**config.mk**
```make
export PLATFORM = sky130hd
export DESIGN_NAME = dtmf_freq_classifier
export DESIGN_NICKNAME = d
export VERILOG_FILES = /design/src/rtl/dtmf_cls_pkg.sv /design/src/rtl/edge_rise_det.sv /design/src/rtl/tone_period_acc.sv /design/src/rtl/tone_band_match.sv /design/src/rtl/tone_group_cls.sv /design/src/rtl/dtmf_freq_classifier.sv
export SDC_FILE = /design/constraint.sdc
export NUM_CORES = 1
export LEC_CHECK = 0
export ABC_AREA = 1
export BUFFER_PORTS_ARGS = -buffer_cell sky130_fd_sc_hd__buf_2
export CELL_PAD_IN_SITES_DETAIL_PLACEMENT = 1
export CELL_PAD_IN_SITES_GLOBAL_PLACEMENT = 1
export CORE_ASPECT_RATIO = 0.6
export CORE_UTILIZATION = 25
export CTS_CLUSTER_SIZE = 8
export DETAILED_ROUTE_END_ITERATION = 10
export PLACE_DENSITY_LB_ADDON = 0.1
export SYNTH_ARGS = -nofsm -noshare
export SYNTH_HDL_FRONTEND = slang
export SYNTH_HIERARCHICAL = 1
export SYNTH_SLANG_ARGS = --single-unit
```
**constraint.sdc**
```tcl
create_clock -name clk -period 3.26 [get_ports clk]
set_clock_uncertainty 0.1 [all_clocks]
set_input_delay 0.326 -clock clk [delete_from_list [all_inputs] [get_ports clk]]
set_output_delay 0.326 -clock clk [all_outputs]
set_load 0.02 [all_outputs]
```
**src/rtl/dtmf_cls_pkg.sv**
```systemverilog
package dtmf_cls_pkg;

  localparam int unsigned GRP_TONES = 4;
  localparam int unsigned IDX_W     = 2;
  localparam int unsigned CODE_W    = 4;

  // Accept band edges of a nominal frequency, in milli-hertz.
  function automatic longint unsigned band_top_mhz(input longint unsigned f_hz);
    return f_hz * 64'd1015 + 64'd2000;
  endfunction

  function automatic longint unsigned band_bot_mhz(input longint unsigned f_hz);
    return f_hz * 64'd985 - 64'd2000;
  endfunction

  // Smallest accepted sum of n periods (highest accepted frequency), rounded up.
  function automatic longint unsigned sum_floor(input longint unsigned clk_hz,
                                                input longint unsigned n,
                                                input longint unsigned f_hz);
    longint unsigned num;
    num = clk_hz * n * 64'd1000;
    return (num + band_top_mhz(f_hz) - 64'd1) / band_top_mhz(f_hz);
  endfunction

  // Largest accepted sum of n periods (lowest accepted frequency), rounded down.
  function automatic longint unsigned sum_ceil(input longint unsigned clk_hz,
                                               input longint unsigned n,
                                               input longint unsigned f_hz);
    longint unsigned num;
    num = clk_hz * n * 64'd1000;
    return num / band_bot_mhz(f_hz);
  endfunction

  // Row/column pair to 4-bit digit code.
  function automatic logic [CODE_W-1:0] digit_code(input logic [IDX_W-1:0] row,
                                                   input logic [IDX_W-1:0] col);
    logic [CODE_W-1:0] c;
    if (col == 2'd3) begin
      c = (row == 2'd3) ? 4'd0 : (4'd13 + {2'b00, row});
    end else if (row == 2'd3) begin
      case (col)
        2'd0:    c = 4'd11;
        2'd1:    c = 4'd10;
        default: c = 4'd12;
      endcase
    end else begin
      c = {2'b00, row} * 4'd3 + {2'b00, col} + 4'd1;
    end
    return c;
  endfunction

endpackage

```
**src/rtl/edge_rise_det.sv**
```systemverilog
module edge_rise_det #(
  parameter int unsigned SYNC_N = 2
) (
  input  logic clk,
  input  logic rst_n,
  input  logic sq_in,
  output logic rise
);
  logic [SYNC_N:0] sync_q;
  logic [SYNC_N:0] sync_nx;

  always_comb begin
    sync_nx = {sync_q[SYNC_N-1:0], sq_in};
  end

  always_ff @(posedge clk or negedge rst_n) begin
    if (!rst_n) sync_q <= '0;
    else        sync_q <= sync_nx;
  end

  assign rise = sync_q[SYNC_N-1] & ~sync_q[SYNC_N];
endmodule

```
**src/rtl/tone_period_acc.sv**
```systemverilog
module tone_period_acc #(
  parameter int unsigned AVG_N = 8,
  parameter int unsigned TMO   = 6000,
  parameter int unsigned CNT_W = 13,
  parameter int unsigned SUM_W = 16
) (
  input  logic             clk,
  input  logic             rst_n,
  input  logic             rise,
  output logic             armed,
  output logic             win_done,
  output logic [SUM_W-1:0] win_sum,
  output logic             lost
);
  localparam int unsigned NW = $clog2(AVG_N + 1);

  logic             armed_q, armed_nx;
  logic [CNT_W-1:0] cnt_q, cnt_nx;
  logic [SUM_W-1:0] acc_q, acc_nx, acc_add;
  logic [NW-1:0]    n_q, n_nx;

  // The period just ended is cnt_q + 1 cycles long.
  assign acc_add = acc_q + SUM_W'(cnt_q) + SUM_W'(1);

  always_comb begin
    armed_nx = armed_q;
    cnt_nx   = cnt_q;
    acc_nx   = acc_q;
    n_nx     = n_q;
    win_done = 1'b0;
    lost     = 1'b0;
    win_sum  = acc_add;
    if (!armed_q) begin
      if (rise) begin
        armed_nx = 1'b1;
        cnt_nx   = '0;
        acc_nx   = '0;
        n_nx     = '0;
      end
    end else if (rise) begin
      cnt_nx = '0;
      if (n_q == NW'(AVG_N - 1)) begin
        win_done = 1'b1;
        acc_nx   = '0;
        n_nx     = '0;
      end else begin
        acc_nx = acc_add;
        n_nx   = n_q + NW'(1);
      end
    end else if (cnt_q == CNT_W'(TMO - 1)) begin
      lost     = 1'b1;
      armed_nx = 1'b0;
    end else begin
      cnt_nx = cnt_q + CNT_W'(1);
    end
  end

  always_ff @(posedge clk or negedge rst_n) begin
    if (!rst_n) begin
      armed_q <= 1'b0;
      cnt_q   <= '0;
      acc_q   <= '0;
      n_q     <= '0;
    end else begin
      armed_q <= armed_nx;
      cnt_q   <= cnt_nx;
      acc_q   <= acc_nx;
      n_q     <= n_nx;
    end
  end

  assign armed = armed_q;
endmodule

```
**src/rtl/tone_band_match.sv**
```systemverilog
module tone_band_match
  import dtmf_cls_pkg::*;
#(
  parameter int unsigned CLK_HZ = 4194304,
  parameter int unsigned AVG_N  = 8,
  parameter int unsigned SUM_W  = 16,
  parameter int unsigned FREQ [GRP_TONES] = '{697, 770, 852, 941}
) (
  input  logic [SUM_W-1:0]     win_sum,
  output logic [GRP_TONES-1:0] hit,
  output logic [IDX_W-1:0]     hit_idx
);
  for (genvar i = 0; i < GRP_TONES; i++) begin : g_band
    localparam logic [SUM_W-1:0] LO_C = SUM_W'(sum_floor(CLK_HZ, AVG_N, FREQ[i]));
    localparam logic [SUM_W-1:0] HI_C = SUM_W'(sum_ceil(CLK_HZ, AVG_N, FREQ[i]));
    assign hit[i] = (win_sum >= LO_C) && (win_sum <= HI_C);
  end

  always_comb begin
    hit_idx = '0;
    for (int i = GRP_TONES - 1; i >= 0; i--) begin
      if (hit[i]) hit_idx = IDX_W'(i);
    end
  end
endmodule

```
**src/rtl/tone_group_cls.sv**
```systemverilog
module tone_group_cls
  import dtmf_cls_pkg::*;
#(
  parameter int unsigned CLK_HZ = 4194304,
  parameter int unsigned AVG_N  = 8,
  parameter int unsigned TMO    = 12000,
  parameter int unsigned FREQ [GRP_TONES] = '{697, 770, 852, 941}
) (
  input  logic             clk,
  input  logic             rst_n,
  input  logic             sq_in,
  output logic             tone_ok,
  output logic [IDX_W-1:0] tone_idx
);
  localparam int unsigned CNT_W = $clog2(TMO + 1);
  localparam int unsigned SUM_W = $clog2(AVG_N * TMO + 1);

  logic                 rise, armed, win_done, lost;
  logic [SUM_W-1:0]     win_sum;
  logic [GRP_TONES-1:0] hit;
  logic [IDX_W-1:0]     hit_idx;
  logic                 ok_q, ok_nx;
  logic [IDX_W-1:0]     idx_q, idx_nx;

  edge_rise_det #(.SYNC_N(2)) i_rise (
    .clk(clk), .rst_n(rst_n), .sq_in(sq_in), .rise(rise)
  );

  tone_period_acc #(.AVG_N(AVG_N), .TMO(TMO), .CNT_W(CNT_W), .SUM_W(SUM_W)) i_acc (
    .clk(clk), .rst_n(rst_n), .rise(rise), .armed(armed),
    .win_done(win_done), .win_sum(win_sum), .lost(lost)
  );

  tone_band_match #(.CLK_HZ(CLK_HZ), .AVG_N(AVG_N), .SUM_W(SUM_W), .FREQ(FREQ)) i_match (
    .win_sum(win_sum), .hit(hit), .hit_idx(hit_idx)
  );

  always_comb begin
    ok_nx  = ok_q;
    idx_nx = idx_q;
    if (lost) begin
      ok_nx = 1'b0;
    end else if (win_done) begin
      ok_nx = |hit;
      if (|hit) idx_nx = hit_idx;
    end
  end

  always_ff @(posedge clk or negedge rst_n) begin
    if (!rst_n) begin
      ok_q  <= 1'b0;
      idx_q <= '0;
    end else begin
      ok_q  <= ok_nx;
      idx_q <= idx_nx;
    end
  end

  assign tone_ok  = ok_q;
  assign tone_idx = idx_q;

  // a held frequency needs an edge tracker that has not timed out
  a_r8_ok_needs_track: assert property (@(posedge clk) disable iff (!rst_n)
    ok_q |-> armed);

  // an 8-period sum may match at most one nominal band
  a_r2_bands_disjoint: assert property (@(posedge clk) disable iff (!rst_n)
    win_done |-> $onehot0(hit));
endmodule

```
**src/rtl/dtmf_freq_classifier.sv**
```systemverilog
module dtmf_freq_classifier
  import dtmf_cls_pkg::*;
#(
  parameter int unsigned CLK_HZ = 4194304,
  parameter int unsigned AVG_N  = 8,
  parameter int unsigned LO_FREQ [GRP_TONES] = '{697, 770, 852, 941},
  parameter int unsigned HI_FREQ [GRP_TONES] = '{1209, 1336, 1477, 1633}
) (
  input  logic              clk,
  input  logic              rst_n,
  input  logic              lo_sq,
  input  logic              hi_sq,
  output logic              est,
  output logic [CODE_W-1:0] digit
);
  // Silence limit: twice the longest acceptable low-group period.
  localparam int unsigned TMO = int'(sum_ceil(CLK_HZ, 2, LO_FREQ[0]));

  logic              lo_ok, hi_ok;
  logic [IDX_W-1:0]  lo_idx, hi_idx;
  logic              est_q, est_nx;
  logic [CODE_W-1:0] digit_q, digit_nx;

  tone_group_cls #(.CLK_HZ(CLK_HZ), .AVG_N(AVG_N), .TMO(TMO), .FREQ(LO_FREQ)) i_lo (
    .clk(clk), .rst_n(rst_n), .sq_in(lo_sq), .tone_ok(lo_ok), .tone_idx(lo_idx)
  );

  tone_group_cls #(.CLK_HZ(CLK_HZ), .AVG_N(AVG_N), .TMO(TMO), .FREQ(HI_FREQ)) i_hi (
    .clk(clk), .rst_n(rst_n), .sq_in(hi_sq), .tone_ok(hi_ok), .tone_idx(hi_idx)
  );

  always_comb begin
    est_nx   = lo_ok & hi_ok;
    digit_nx = digit_q;
    if (lo_ok && hi_ok && !est_q) digit_nx = digit_code(lo_idx, hi_idx);
  end

  always_ff @(posedge clk or negedge rst_n) begin
    if (!rst_n) begin
      est_q   <= 1'b0;
      digit_q <= '0;
    end else begin
      est_q   <= est_nx;
      digit_q <= digit_nx;
    end
  end

  assign est   = est_q;
  assign digit = digit_q;

  // code frozen while steering stays high
  a_r9_digit_hold: assert property (@(posedge clk) disable iff (!rst_n)
    (est_q && $past(est_q)) |-> $stable(digit_q));

  // losing the low-group tone ends steering
  a_r6_est_drop_lo: assert property (@(posedge clk) disable iff (!rst_n)
    $fell(lo_ok) |=> !est_q);
endmodule

```
# After elaboration in Yosys (flattened, before gate mapping)
# Index checks and enable logic that the tools add are counted.
dict set report totals {
  inputBits 4
  latch_bits 0
  out_inout_bits 5
  mem_count 0
  ff_bits 89
  word_cells 142
  romBits 0
  mem_bits_rw 0
}
dict set report op_classes {
  div_mod_pow 0
  reduce_logical 22
  multipliers 1
  n_eq_ne 9
  n_lt_le_gt_ge 16
  n_bitwise 7
  add_sub_neg 11
  shifts 0
  n_mux 60
}
# op count
set op_table {}
lappend op_table {{$mux W17} 8}
lappend op_table {{$mux W14} 8}
lappend op_table {{$ge A17 B15 Y1 const B} 4}
lappend op_table {{$ge A17 B16 Y1 const B} 4}
lappend op_table {{$le A17 B15 Y1 const B} 4}
lappend op_table {{$le A17 B16 Y1 const B} 4}
lappend op_table {{$mux W4} 11}
lappend op_table {{$add A17 B1 Y17 const B} 2}
lappend op_table {{$add A17 B14 Y17} 2}
lappend op_table {{$add A14 B1 Y14 const B} 2}
lappend op_table {{$eq A14 B14 Y1 const B} 2}
lappend op_table {{$mux W1} 24}
lappend op_table {{$mux W2} 8}
lappend op_table {{$add A4 B1 Y4 const B} 3}
lappend op_table {{$logic_and A1 B1 Y1} 10}
lappend op_table {{$eq A4 B3 Y1 const B} 2}
lappend op_table {{$reduce_bool A2 Y1} 4}
lappend op_table {{$reduce_or A4 Y1} 2}
lappend op_table {{$pmux W3 S2} 1}
lappend op_table {{$reduce_and A3 Y1} 2}
lappend op_table {{$add A3 B3 Y4 const A} 1}
lappend op_table {{$add A4 B2 Y4} 1}
lappend op_table {{$eq A2 B2 Y1 const B} 2}
lappend op_table {{$mul A2 B2 Y4 const B} 1}
lappend op_table {{7 further kinds} 14}

# Longest topological paths before layout
dict set report logic_depth {
  depth_word 8
  mapped_depth 27
  ltp_nobuf 27
}

# Modules after synthesis
# Netlist, hierarchy kept.
# mod n_inst area_each_um2 cells_per_inst
set by_module_without_submodules {}
lappend by_module_without_submodules {{tone_period_acc at i_hi.i_acc} 1 2869.0 417}
lappend by_module_without_submodules {{tone_period_acc at i_lo.i_acc} 1 2763.9 417}
lappend by_module_without_submodules {{tone_band_match at i_lo.i_match} 1 589.3 130}
lappend by_module_without_submodules {{tone_band_match at i_hi.i_match} 1 578.1 127}
lappend by_module_without_submodules {dtmf_freq_classifier 1 386.6 51}
lappend by_module_without_submodules {tone_group_cls 2 146.4 18}
lappend by_module_without_submodules {edge_rise_det 2 85.1 5}

# Worst setup path before layout
# Ideal clock, no wire load.
dict set report synth_path {
  path_kind {register to register}
  from {reg i_hi.i_acc.cnt_q[0]}
  to {reg i_hi.idx_q[0] (netlist: i_hi/tone_idx[0])}
  required_ps 3043
  path_slack_ps 362
  arrival_ps 2681
  path_stages_with_launch 22
  path_cell_list {dfrtp_1 inv_2 ha_1 inv_1 fa_1 nand2_1 nand2_1 nand3_1 nand2_2 nand2_1 nand3_1 and2_1 nor2_8 nand3_2 nor3b_1 nand2_1 a21oi_1 nor2_2 nand2_1 nand2_2 nand2_1 nand2_1}
}
dict set report synth_between {
  elab_cells_between_ends 25
  cone_classes {add/sub: 2; order compare: 8; eq/ne: 1; mux: 7; bitwise: 1; reduce/logical: 6}
}
# element line
set synth_rtl {}
lappend synth_rtl {{start: declaration} tone_period_acc.sv:18} ;# logic [CNT_W-1:0] cnt_q, cnt_nx;
lappend synth_rtl {{start signal: assignment} tone_period_acc.sv:66} ;# cnt_q <= cnt_nx;
lappend synth_rtl {{$add A17 B14 Y17 (*)} tone_period_acc.sv:23} ;# assign acc_add = acc_q + SUM_W'(cnt_q) + SUM_W'(1);
lappend synth_rtl {{$add A17 B1 Y17 (*)} tone_period_acc.sv:23}
lappend synth_rtl {{via i_hi.win_sum[16]} tone_group_cls.sv:19} ;# logic [SUM_W-1:0] win_sum;
lappend synth_rtl {{$ge A17 B15 Y1 / $le A17 B15 Y1 (equally long branches)} tone_band_match.sv:16} ;# assign hit[i] = (win_sum >= LO_C) && (win_sum <= HI_C);
lappend synth_rtl {{$logic_and A1 B1 Y1 (*)} tone_band_match.sv:16}
lappend synth_rtl {{via i_hi.hit[0]} tone_group_cls.sv:20} ;# logic [GRP_TONES-1:0] hit;
lappend synth_rtl {{$reduce_or A4 Y1} tone_group_cls.sv:45} ;# if (|hit) idx_nx = hit_idx;
lappend synth_rtl {{$reduce_and A3 Y1 (no source line)} --}
lappend synth_rtl {{end signal: assignment} tone_group_cls.sv:55} ;# idx_q <= idx_nx;
lappend synth_rtl {{end: declaration} tone_group_cls.sv:23} ;# logic [IDX_W-1:0] idx_q, idx_nx;
# The timed path passes the listed nets; every way through them passes the cells marked *.
# A chain may end at the register's enable or synchronous reset.

# Worst setup path in the final report
dict set report layout_path {
  from {reg i_lo.i_acc.cnt_q[0]}
  to {reg i_lo.idx_q[1] (netlist: i_lo/tone_idx[1])}
}
dict set report layout_between {
  elab_cells_between_ends 25
  cone_classes {add/sub: 2; order compare: 8; eq/ne: 1; mux: 7; bitwise: 1; reduce/logical: 6}
}
# element line
set layout_rtl {}
lappend layout_rtl {{start: declaration} tone_period_acc.sv:18}
lappend layout_rtl {{start signal: assignment} tone_period_acc.sv:66}
lappend layout_rtl {{$add A17 B14 Y17 (*)} tone_period_acc.sv:23}
lappend layout_rtl {{$add A17 B1 Y17 (*)} tone_period_acc.sv:23}
lappend layout_rtl {{via i_lo.win_sum[6]} tone_group_cls.sv:19}
lappend layout_rtl {{$ge A17 B16 Y1 / $le A17 B16 Y1 (equally long branches)} tone_band_match.sv:16}
lappend layout_rtl {{$logic_and A1 B1 Y1 (*)} tone_band_match.sv:16}
lappend layout_rtl {{via i_lo.hit[1]} tone_group_cls.sv:20}
lappend layout_rtl {{$reduce_or A4 Y1 / $mux W2 (equally long branches)} {tone_group_cls.sv:45, tone_band_match.sv:22}}
lappend layout_rtl {{$reduce_and A3 Y1 (no source line) / $mux W2 (equally long branches)} --}
lappend layout_rtl {{end signal: assignment} tone_group_cls.sv:55}
lappend layout_rtl {{end: declaration} tone_group_cls.sv:23}
# Marked as above.

==> results.json <==
{
  "run_status": "complete, no violations",
  "avgSynthCellArea_um2": 6.44,
  "grt_pass1_vias": 7131,
  "power_mw": 4.47,
  "core_area_mm2": 0.0300,
  "core.rowCount": 49,
  "reg2regPathDepth": 23,
  "die_w_um": 228,
  "synth_area_mm2": 0.00765,
  "fmax_mhz": 329,
  "syn_to_final_growth_pct": 20.3,
  "peakVddDrop_v": 0.000294,
  "cp_cell_sequence": "inv_2 -> ha_1 -> inv_2 -> fa_2 -> nand2_2 -> nand2_1 -> nand3b_1 -> nand2_2 -> xor2_1 -> buf_4 -> nand2_1 -> o21ai_0 -> inv_1 -> nand2_1 -> nand2_1 -> nand2_1 -> nand3_1 -> inv_1 -> nor2_2 -> nand2_1 -> nand2_2 -> nand2_1 -> nand2_1",
  "synth_area_leaders": "dfrtp_1 (29%), nand2_1 (20%), inv_1 (8.8%)",
  "share_comb_of_total_power": 0.443,
  "power_switching_mw": 1.97,
  "via_count": 7412,
  "grt_pass1_wl_mm": 41.5,
  "clock_latency_ns": 0.37,
  "ys_types": 45,
  "worstPathArrival_ns": 3.21,
  "synth_common_cells": "nand2_1 (400), inv_1 (180), nor2_1 (113), nand3_1 (91), dfrtp_1 (89)",
  "setup_ws_ns": 0.216,
  "finalCriticalPeriod_ns": 3.04,
  "port_buffers": 8,
  "dpl-instance-area_mm2": 0.00845,
  "cap_violations": 0,
  "h-tree-depth": 3,
  "setup_violations": 0,
  "synthArstFlopShare": 1.00,
  "ys_ff_latch": 89,
  "synth_most_common_cell": "nand2_1",
  "ant_nets": 0,
  "synth_flop_cell": "dfrtp_1",
  "gp_congestion": 0.811,
  "hold_class": "reg -> reg",
  "hold_depth": 0,
  "finalNonFillerCells": 1660,
  "start_kind": "register",
  "critPathMaxFanout": 7,
  "viasPerCell": 4.47,
  "p_seq_frac": 0.319,
  "tritoncts": "built",
  "antenna_cells": 0,
  "first_pass_iters": 5,
  "crit_path_end_kind": "register",
  "max_stage_delay_ns": 0.40,
  "synth_area_leader_cell": "dfrtp_1",
  "syn_inst": 1188,
  "power.internal_mw": 2.50,
  "drt_iter0_markers": 414,
  "gr-total-overflow": 0,
  "clockRootBuffer": "clkbuf_16",
  "synth_nets": 1234,
  "yosysSeqAreaShare": 0.291,
  "grt_max_degree": 50,
  "drc_errors": 0,
  "cp_slowest_cell": "dfrtp_1",
  "dp_hpwl_mm": 21.3,
  "dp_slack_ns": 0.0206,
  "cts_buffers": 9,
  "drive_gt1_frac": 0.204,
  "cp.required_ns": 3.42,
  "antenna_found_initial": 0,
  "fin_area_mm2": 0.00920,
  "ios": 9,
  "power_density_mw_per_mm2": 486,
  "grt_use_total": 0.175,
  "finish.net_count": 1294,
  "routed_wl_mm": 26.5,
  "switching_share": 0.440,
  "synth_edf_count": 0,
  "die_area_mm2": 0.0313,
  "path_clk_slew_ns": 0.08,
  "tightest_slew_ns": 0.669,
  "period_share": 0.934,
  "initial_core_util": 0.255,
  "wire_per_inst_um": 15.9,
  "slew_violations": 0,
  "yosys_warnings": 6,
  "cts_buffer_depth": 2,
  "power.share.clock": 0.238,
  "setup-tns-final_ns": 0,
  "timing.hold.ws_ns": 0.252,
  "p_leak_nw": 4.77,
  "post-place-cells": 1635,
  "synth_top_area_frac": 0.291,
  "critPathMostFrequentCell": "nand2_1",
  "path_class": "reg -> reg",
  "die_h_um": 137,
  "cts.sinks": 89,
  "max_slew_margin": 0.554,
  "hold_viol_final": 0,
  "utilization": 0.306
}
[worst max-delay path, delay by kind of cell (launching register included)]
family	cells	cell delay, ns
and+or+nand+nor	14	1.09
adders and majority gates	2	0.53
buffers and inverters	5	0.47
DFF	1	0.40
AOI/OAI and AO/OA	1	0.22
xor gates and xnor gates	1	0.14
[flip-flops by register name, indices dropped and copies added (netlist names), 2 cells and up]
register            count
i_hi/tone_idx           2
i_lo/i_acc/n_q          4
i_lo/tone_idx           2
i_hi/i_rise/sync_q      3
i_lo/i_rise/sync_q      3
i_hi/i_acc/n_q          4
i_lo/i_acc/cnt_q       14
i_hi/i_acc/acc_q       17
i_lo/i_acc/acc_q       17
i_hi/i_acc/cnt_q       14
digit                   4
[worst paths after layout]
check | start | to | slack [ns]
worst max-delay path | i_lo/i_acc/cnt_q[0]$_DFFE_PN0P_ | i_lo/tone_idx[1]$_DFFE_PN0P_ | 0.22
worst min-delay path | i_hi/i_rise/sync_q[0]$_DFF_PN0_ | i_hi/i_rise/sync_q[1]$_DFF_PN0_ | 0.25
worst max register to register | i_lo/i_acc/cnt_q[0]$_DFFE_PN0P_ | i_lo/tone_idx[1]$_DFFE_PN0P_ | 0.22
worst min register to register | i_hi/i_rise/sync_q[0]$_DFF_PN0_ | i_hi/i_rise/sync_q[1]$_DFF_PN0_ | 0.25
max in group asynchronous | rst_n | i_hi/i_acc/acc_q[10]$_DFFE_PN0P_ | 1.90
min in group asynchronous | rst_n | digit[3]$_DFFE_PN0P_ | 0.42
[area by class of cell]
| type | instances | area, um2 |
|---|---|---|
| Multi-Input combinational cell | 886 | 4960 |
| Tap cell | 408 | 510 |
| Clock inverter | 6 | 52.6 |
| Fill cell | 3851 | 20800 |
| Timing Repair Buffer | 62 | 468 |
| Sequential cell | 89 | 2230 |
| Inverter | 200 | 756 |
| Clock buffer | 9 | 225 |
[logic make-up after synthesis]
group,after synthesis,share of synthesized area
buffers and inverters,214,0.113
XOR/XNOR,14,0.0180
AND/OR/NAND/NOR,732,0.430
adder cells (fa/ha/maj),42,0.0726
flip-flops,89,0.291
AO/OA/AOI/OAI,97,0.0761
[placed cells by master (no fill, tap or decap), types with 10 or more instances in the layout]
| master | instances |
|---|---|
| nor3_1 | 19 |
| nor2_2 | 14 |
| nand3_2 | 14 |
| o21ai_0 | 24 |
| dfrtp_1 | 88 |
| nand2_2 | 38 |
| nand3_1 | 85 |
| nand4_1 | 22 |
| nor2_1 | 108 |
| ha_4 | 13 |
| nor3_2 | 10 |
| a21oi_2 | 10 |
| nor2_4 | 13 |
| inv_2 | 25 |
| buf_4 | 51 |
| a21oi_1 | 35 |
| inv_1 | 171 |
| nand2_1 | 380 |
| ha_1 | 18 |
[power by group through the flow]
stage / Clock (mW) / Sequential, mW / Combinational [mW]
after floorplan: 0 / 1.38 / 1.21
after global placement: 0 / 1.42 / 1.82
after detailed placement: 0 / 1.42 / 1.83
after CTS: 1.12 / 1.40 / 1.84
after global routing: 1.16 / 1.45 / 2.22
final: 1.07 / 1.43 / 1.98
[per-layer routing]
layer | share of wire | track usage | wire length, um | vias up
li1 | - | - | - | 3852
met1 | 0.64 | 0.302 | 16800 | 3483
met2 | 0.33 | 0.206 | 8740 | 69
met3 | 0.028 | 0.0304 | 750 | 8
met4 | 0.0056 | 0.0315 | 147 | 0
met5 | 0 | 0 | 0 | -
[what timing repair did]
item,4_1_cts,5_1_grt
pin swaps,1,23
hold buffers,3,0
endpoints found under the hold margin,42,0
gates cloned,0,1
setup endpoints to repair,2,6
gates resized for setup,3,108
buffers inserted,0,6
Power figures use the tool's default switching activity.
